$ cat src/rtl/buck_fault_supervisor.sv
module buck_fault_supervisor #(
  parameter int OC_LIMIT      = 8,
  parameter int HICCUP_PULSES = 1024
) (
  input  logic clk,
  input  logic rst_n,
  input  logic uv_i,
  input  logic run_req_i,
  input  logic oc_trip_i,
  input  logic fb_hi_i,
  input  logic fb_good_i,
  input  logic fb_low_i,
  input  logic sw_hi_i,
  input  logic cyc_i,
  output logic sw_en_o,
  output logic ss_dump_o,
  output logic ls_force_o,
  output logic pg_ok_o
);

  localparam int OCW = $clog2(OC_LIMIT + 1);
  localparam int HCW = $clog2(HICCUP_PULSES);

  typedef enum logic [2:0] {S_IDLE, S_RUN, S_HICCUP, S_OVP, S_PRE} st_t;

  st_t            st, nxt;
  logic           pre_arm, trip_seen, pg_flag;
  logic [OCW-1:0] oc_cnt;
  logic [HCW-1:0] hc_cnt;
  logic           oc_full, hc_done;

  assign oc_full = (st == S_RUN) && oc_trip_i && (oc_cnt == OCW'(OC_LIMIT - 1));
  assign hc_done = (st == S_HICCUP) && cyc_i && (hc_cnt == HCW'(HICCUP_PULSES - 1));

  always_comb begin
    if (uv_i)                                       nxt = S_IDLE;
    else if (st == S_PRE || (pre_arm && sw_hi_i))   nxt = S_PRE;
    else if (run_req_i && (st == S_OVP || fb_hi_i)) nxt = S_OVP;
    else if (!run_req_i)                            nxt = S_IDLE;
    else if (st == S_HICCUP)                        nxt = hc_done ? S_RUN : S_HICCUP;
    else if (oc_full)                               nxt = S_HICCUP;
    else                                            nxt = S_RUN;
  end

  always_ff @(posedge clk or negedge rst_n) begin
    if (!rst_n) begin
      st        <= S_IDLE;
      pre_arm   <= 1'b1;
      oc_cnt    <= '0;
      trip_seen <= 1'b0;
      hc_cnt    <= '0;
      pg_flag   <= 1'b0;
    end else begin
      st <= nxt;

      if (uv_i)              pre_arm <= 1'b1;
      else if (nxt == S_RUN) pre_arm <= 1'b0;

      if (st == S_RUN && nxt == S_RUN) begin
        if (oc_trip_i)               oc_cnt <= oc_cnt + 1'b1;
        else if (cyc_i && !trip_seen) oc_cnt <= '0;
        trip_seen <= cyc_i ? 1'b0 : (trip_seen | oc_trip_i);
      end else begin
        oc_cnt    <= '0;
        trip_seen <= 1'b0;
      end

      if (st != S_HICCUP) hc_cnt <= '0;
      else if (cyc_i)     hc_cnt <= hc_cnt + 1'b1;

      if (st != S_RUN || fb_low_i || fb_hi_i) pg_flag <= 1'b0;
      else if (fb_good_i)                     pg_flag <= 1'b1;
    end
  end

  assign sw_en_o    = (st == S_RUN);
  assign ss_dump_o  = (st != S_RUN);
  assign ls_force_o = (st == S_OVP) || (st == S_PRE);
  assign pg_ok_o    = (st == S_RUN) && pg_flag;

  AST_UV_SHUTDOWN: assert property (@(posedge clk) disable iff (!rst_n)
    uv_i |=> (!sw_en_o && ss_dump_o && !ls_force_o));
  AST_REQ_LOW_OFF: assert property (@(posedge clk) disable iff (!rst_n)
    (!run_req_i && !ls_force_o) |=> !sw_en_o);
  AST_OVP_STOP: assert property (@(posedge clk) disable iff (!rst_n)
    (run_req_i && fb_hi_i) |=> (!sw_en_o && !pg_ok_o));
  AST_LATCH_HOLD: assert property (@(posedge clk) disable iff (!rst_n)
    (ls_force_o && !uv_i && run_req_i) |=> ls_force_o);
  AST_PRE_HOLD: assert property (@(posedge clk) disable iff (!rst_n)
    (st == S_PRE && !uv_i) |=> ls_force_o);
  AST_OC_BOUND: assert property (@(posedge clk) disable iff (!rst_n)
    oc_cnt < OCW'(OC_LIMIT));
  AST_HICCUP_HOLD: assert property (@(posedge clk) disable iff (!rst_n)
    (st == S_HICCUP && !cyc_i && run_req_i && !uv_i && !fb_hi_i) |=> !sw_en_o);
  AST_PG_LOW_DROP: assert property (@(posedge clk) disable iff (!rst_n)
    fb_low_i |=> !pg_ok_o);

endmodule

$ cat config.mk
export PLATFORM = sky130hd
export DESIGN_NAME = buck_fault_supervisor
export DESIGN_NICKNAME = d
export VERILOG_FILES = /design/src/rtl/buck_fault_supervisor.sv
export SDC_FILE = /design/constraint.sdc
export NUM_CORES = 1
export LEC_CHECK = 0
export BUFFER_PORTS_ARGS = -buffer_cell sky130_fd_sc_hd__buf_4
export CAP_MARGIN = 20
export CORE_UTILIZATION = 59
export CTS_CLUSTER_DIAMETER = 150
export CTS_CLUSTER_SIZE = 10
export DETAILED_ROUTE_END_ITERATION = 8
export PLACE_DENSITY = 0.81
export SLEW_MARGIN = 15
export SYNTH_ARGS = -nofsm -noshare
export SYNTH_HDL_FRONTEND = slang
export SYNTH_SLANG_ARGS = --single-unit
$ cat constraint.sdc
create_clock -name clk -period 3.4 [get_ports clk]
set_input_delay 0.17 -clock clk [delete_from_list [all_inputs] [get_ports clk]]
set_output_delay 0.17 -clock clk [all_outputs]
set_load 0.02 [all_outputs]
==> results.sh, run 1 <==
export IMPL_status="finished, final reports clean"
export IMPL_grt_pass1_wl_um=3187
export IMPL_finalCritPeriodShare=0.5077
export IMPL_post_dp_hpwl_um=1397
export IMPL_clk_latency_ps=290
export IMPL_pwr_share_clk=0.318
export IMPL_hold_class="input port to flop"
export IMPL_rr_startpoint="st[1]"
export IMPL_worstPathMaxFanout=5
export IMPL_place_inst=128
export IMPL_ys_warn_count=0
export IMPL_yosys_top_cells_area="dfrtp_1 (46%), nor2_1 (4.3%), nand2_1 (4.0%)"
export IMPL_ir_worst_vdd_uv=315.4
export IMPL_core_region_area_um2=1577
export IMPL_gp_congestion=0.7019
export IMPL_antenna_found_initial=0
export IMPL_avgSynthCellArea_um2=10.29
export IMPL_fin_skew_ps=3.201
export IMPL_drtPass1Iterations=6
export IMPL_fin_cells=133
export IMPL_pwr_share_comb=0.101
export IMPL_use_met2=0.3970
export IMPL_hold_worst_slack_ps=13.01
export IMPL_swShare=0.2287
export IMPL_rows=14
export IMPL_io_pins=14
export IMPL_syn_area_um2=1040
export IMPL_htree_levels=1
export IMPL_hold_depth=2
export IMPL_ys_seq_area_frac=0.4826
export IMPL_postCtsHoldBufs=1
export IMPL_use_met1=0.2842
export IMPL_utilization=0.7579
export IMPL_root_buffer="clkbuf_4"
export IMPL_synth_top_area_share=0.4573
export IMPL_switching_power_mw=0.09670
export IMPL_yosysTopAreaCell="dfrtp_1"
export IMPL_grt_usage=0.2261
export IMPL_worstSetupEndpointType="output pin"
export IMPL_grt_ovfl_total=0
export IMPL_avgRoutedWirePerCell_um=13.77
export IMPL_leakagePower_nw=0.5153
export IMPL_numClockSinks=20
export IMPL_vias=788
export IMPL_cts_setup_buffers=0
export IMPL_drv_cap=0
export IMPL_ant_nets=0
export IMPL_min_period_ps=1726
export IMPL_numPortBuffers=13
export IMPL_hold_violations=0
export IMPL_r2r_end="oc_cnt[2]"
export IMPL_finalPower_mw=0.4228
export IMPL_crit_path_start_kind="flop"
export IMPL_initial_core_util=0.6595
export IMPL_final_nets=130
export IMPL_grt_max_degree=21
export IMPL_dpl_instance_area_um2=1149
export IMPL_place_ws_ps=1750
export IMPL_post_cts_resized=0
export IMPL_numCtsBuffers=3
export IMPL_area_growth_pct=14.92
export IMPL_r2r_slack_ps=1750
export IMPL_arrival_ps=1560
export IMPL_wl_um=1831
export IMPL_path_class="flop to output pin"
export IMPL_die_area_um2=1934
export IMPL_fmax_mhz=579.4
export IMPL_crit_required_ps=3230
export IMPL_antenna_cells=0
export IMPL_power_density_nw_per_um2=353.9
export IMPL_tightest_slew_ps=533.0
export IMPL_rsz0062_at_grt="no"
export IMPL_synth_fp_nets=113
export IMPL_design_area_um2=1195
export IMPL_p_int_mw=0.3261
export IMPL_maxSlewHeadroom=0.6439
export IMPL_busiest_layer="met2"
export IMPL_clkTransAtPathRegs_ps=110
export IMPL_via_per_inst=5.925
export IMPL_setup_violations=0
export IMPL_use_met3=0.02500
export IMPL_clockBufferDepth=2
export IMPL_maxSlewViolCount=0
export IMPL_die_h_um=43.98
export IMPL_grt_pass1_vias=794
export IMPL_final_setup_tns_ps=0
export IMPL_fin_ws_ps=1674
export IMPL_cts_tree="done"
export IMPL_seqPwrFrac=0.581
export IMPL_synth_cells=101
export IMPL_hp_start="fb_low_i"
export IMPL_synth_seq_cells=20
export IMPL_final_layout_size_suffix_gt1_frac=0.2308
export IMPL_drcViolationCount=0
export IMPL_die_w_um=43.98
export IMPL_synth_cell_types=35
export IMPL_hold_end="pg_flag"
export IMPL_rr_worst_depth=5
export IMPL_drt_initial_drc_count=13
==> cell type report <==
class                           count  area, um2
Fill cell                         106      381.6
Inverter                            1      3.754
Tap cell                           16      20.02
Timing Repair Buffer               14      107.6
Multi-Input combinational cell     78      525.5
Sequential cell                    20      501.7
Clock buffer                        4      36.28
==> cells in the final DEF (no fill, tap or decap), types with 2 or more instances in the layout <==
cell and count:
a21oi_1 7, buf_4 13, clkbuf_4 3, dfrtp_1 19, ha_1 2, nand2_1 11, nand2b_1 4, nand3b_1 3
nand4_1 4, nor2_1 12, nor2b_1 2, nor3b_1 2, o21ai_0 4, or3_1 3, xnor2_1 3, xor2_1 4
==> worst max path at each step <==
stage / startpoint / to / slack (ps) / cells after the start
4_1_cts: st[1] / ls_force_o / 1640 / 3
6_report: st[1] / ls_force_o / 1670 / 3
5_1_grt: st[1] / ls_force_o / 1590 / 3
3_3_place_gp: st[1] / oc_cnt[0] / 1790 / 5
2_1_floorplan: st[1] / oc_cnt[0] / 1620 / 5
3_5_place_dp: st[1] / oc_cnt[2] / 1750 / 5
==> worst max-delay path, stage by stage, from the launching register on <==
cell and delay (ps):
dfrtp_1 450, nor3b_1 500, nand2b_1 180, buf_4 140
==> cells in the mapped netlist, drive strengths merged <==
library cell and instances:
nand3 2, nor2 12, nand3b 3, or4b 1, clkbuf 1, nor3b 3, nand2 11, o22a 1
nand2b 4, and3 1, o31ai 1, buf 1, and2 1, nor2b 2, xnor2 3, o211ai 1
or3 3, nand4 5, inv 1, and2b 1, a21oi 7, mux2 1, a2111oi 1, mux2i 1
ha 2, nor3 2, dfstp 1, o21ai 4, dfrtp 19, nor4 1, xor2 4
==> power groups by stage <==
stage	Combinational (mW)	Clock, mW	Sequential (mW)
detailed placement	0.0424	0	0.251
CTS	0.0435	0.140	0.246
global placement	0.0415	0	0.250
global route	0.0469	0.144	0.247
floorplan	0.0229	0	0.250
finish	0.0426	0.134	0.246
==> flip-flops by register name, summed over array words and instances (netlist names) <==
register and flops:
hc_cnt 10, oc_cnt 4, st 3, pg_flag 1, pre_arm 1, trip_seen 1
==> routing by layer <==
metal	vias to the layer above	part of all wire
met1	378	0.45
met2	20	0.51
li1	388	-
met3	2	0.038
met4	0	0.0049
met5	-	0
==> kinds of logic (layout without fill, tap and decap cells) <==
kind of cell	count (synthesis)	in the layout	share of synthesized area
AO/OA/AOI/OAI	15	15	0.1071
XOR/XNOR	7	7	0.05897
adder cells (fa/ha/maj)	2	2	0.02406
buffers and inverters	3	19	0.01202
flip-flops	20	20	0.4826
multiplexers	2	2	0.02046
AND/OR/NAND/NOR	52	52	0.2948
Power figures use the tool's default switching activity.
==> inputs of run 2 (changes only) <==
--- a/config.mk
+++ b/config.mk
@@ -7,11 +7,11 @@
 export LEC_CHECK = 0
 export BUFFER_PORTS_ARGS = -buffer_cell sky130_fd_sc_hd__buf_4
 export CAP_MARGIN = 20
-export CORE_UTILIZATION = 59
+export CORE_UTILIZATION = 55
 export CTS_CLUSTER_DIAMETER = 150
 export CTS_CLUSTER_SIZE = 10
 export DETAILED_ROUTE_END_ITERATION = 8
-export PLACE_DENSITY = 0.81
+export PLACE_DENSITY = 0.77
 export SLEW_MARGIN = 15
 export SYNTH_ARGS = -nofsm -noshare
 export SYNTH_HDL_FRONTEND = slang
==> constraint.sdc (replaced) <==
create_clock -name clk -period 1.6 [get_ports clk]
set_input_delay 0.08 -clock clk [delete_from_list [all_inputs] [get_ports clk]]
set_output_delay 0.08 -clock clk [all_outputs]
set_load 0.02 [all_outputs]
==> results.sh, run 2 (synthesis results as in run 1) <==
export IMPL_clockBufferDepth=2
export IMPL_grt_ovfl_total=0
export IMPL_crit_required_ps=1850
export IMPL_tightest_slew_ps=388.5
export IMPL_largest_reg_flops=10
export IMPL_drv_cap=0
export IMPL_min_period_ps=1582
export IMPL_worstPathMaxFanout=5
export IMPL_drcViolationCount=0
export IMPL_rsz0062_at_grt="yes"
export IMPL_wl_um=2104
export IMPL_rows=15
export IMPL_fin_skew_ps=3.980
export IMPL_hold_violations=0
export IMPL_via_per_inst=5.421
export IMPL_reg_top3="hc_cnt x10, oc_cnt x4, st x3"
export IMPL_final_layout_size_suffix_gt1_frac=0.2992
export IMPL_drt_initial_drc_count=3
export IMPL_maxSlewViolCount=0
export IMPL_hold_depth=3
export IMPL_ant_nets=0
export IMPL_grt_pass1_wl_um=3270
export IMPL_finalCritPeriodShare=0.9890
export IMPL_hold_class="input port to flop"
export IMPL_rr_worst_depth=5
export IMPL_area_growth_pct=26.47
export IMPL_clk_latency_ps=310
export IMPL_avgRoutedWirePerCell_um=13.84
export IMPL_drtPass1Iterations=3
export IMPL_grt_pass1_vias=744
export IMPL_antenna_found_initial=0
export IMPL_die_area_um2=2068
export IMPL_root_buffer="clkbuf_4"
export IMPL_drt_met1_wl_um=966
export IMPL_final_setup_tns_ps=0
export IMPL_final_nets=140
export IMPL_core_region_area_um2=1745
export IMPL_post_dp_hpwl_um=1442
export IMPL_top_register="hc_cnt"
export IMPL_gp_congestion=0.7425
export IMPL_ir_worst_vdd_uv=600.3
export IMPL_hold_worst_slack_ps=27.01
export IMPL_maxSlewHeadroom=0.7404
export IMPL_layout_commonest_cell="buf_4"
export IMPL_rr_startpoint="st[1]"
export IMPL_numClockSinks=20
export IMPL_vias=824
export IMPL_die_h_um=45.48
export IMPL_leakagePower_nw=0.5483
export IMPL_final_cell_mix="buf_4 (18), dfrtp_1 (16), nor2_1 (12)"
export IMPL_crit_path_start_kind="flop"
export IMPL_clkTransAtPathRegs_ps=110
export IMPL_wl_met2_um=1044
export IMPL_hp_start="fb_good_i"
export IMPL_htree_levels=1
export IMPL_hold_end="pg_flag"
export IMPL_power_density_nw_per_um2=709.4
export IMPL_fin_cells=152
export IMPL_initial_core_util=0.5957
export IMPL_utilization=0.7534
export IMPL_worstSetupEndpointType="flop"
export IMPL_io_pins=14
export IMPL_grt_usage=0.2323
export IMPL_r2r_slack_ps=20
export IMPL_die_w_um=45.48
export IMPL_grt_max_degree=21
export IMPL_cts_tree="done"
export IMPL_r2r_end="st[1]"
export IMPL_fmax_mhz=631.9
export IMPL_routed_wl_met3_um=51
export IMPL_setup_violations=0
export IMPL_numCtsBuffers=3
export IMPL_status="finished, final reports clean"
export IMPL_top_layer="met4"
export IMPL_antenna_cells=0
export IMPL_place_inst=140
export IMPL_path_class="flop to flop"
export IMPL_numPortBuffers=13
export IMPL_fill_cells=134
export IMPL_arrival_ps=1830
==> run 2: cell types whose count changed in the layout (fill, tap and decap cells not counted), sizes merged <==
cell,previous run,this run
dlygate4sd3,1,5
buf,13,19
==> run 2: what timing repair did <==
action / in CTS / in global routing
pin swaps: 0 / 4
hold buffers: 5 / 0
resized for setup: 1 / 5
buffers inserted: 0 / 3
setup endpoints to repair: 1 / 8
hold endpoints to repair: 23 / 0
==> run 2: layout make-up <==
cell class              count  area (um2)  share of cell area
flip-flops and latches     20       505.5              0.3844
multi-input cells          78       541.8              0.4120
well taps                  25       31.28             0.02379
repair buffers             24       196.4              0.1494
inverters                   1       3.754            0.002854
clock buffers               4       36.28             0.02759
==> run 2: how the worst max path moves through the flow <==
stage,start,to
floorplan,st[2],oc_cnt[2]
global placement,st[2],oc_cnt[2]
detailed placement,st[2],oc_cnt[2]
CTS,st[1],oc_cnt[2]
global route,st[1],oc_cnt[2]
finish,st[1],st[1]
==> run 2: through the flow <==
| stage | cell area, um2 | setup WS [ps] | power (mW) |
|---|---|---|---|
| after global routing | 1315 | -38.05 | 0.9694 |
| after floorplan | 1049 | -127.2 | 0.5803 |
| final | 1315 | 17.55 | 0.9329 |
| after detailed placement | 1191 | 21.44 | 0.6272 |
| after global placement | 1191 | 74.12 | 0.6228 |
| after CTS | 1282 | 1.678 | 0.9302 |
==> run 2: critical path: stages, from the launching register on <==
cell and delay, ps:
dfrtp_2 470, nor3b_4 220, inv_2 90, or4b_4 530
nand3_2 90, and2b_1 130
==> run 2: where the power goes <==
part	internal, mW	switching [mW]
Sequential	0.514	0.00982
Clock	0.139	0.157
Combinational	0.0558	0.0572
Total	0.709	0.224
==> run 2: routing by layer <==
layer / vias to the layer above / global-route usage
met3: 4 / 0.04762
met2: 13 / 0.3629
met5: - / 0
met1: 397 / 0.3005
met4: 0 / 0.1273
li1: 410 / -
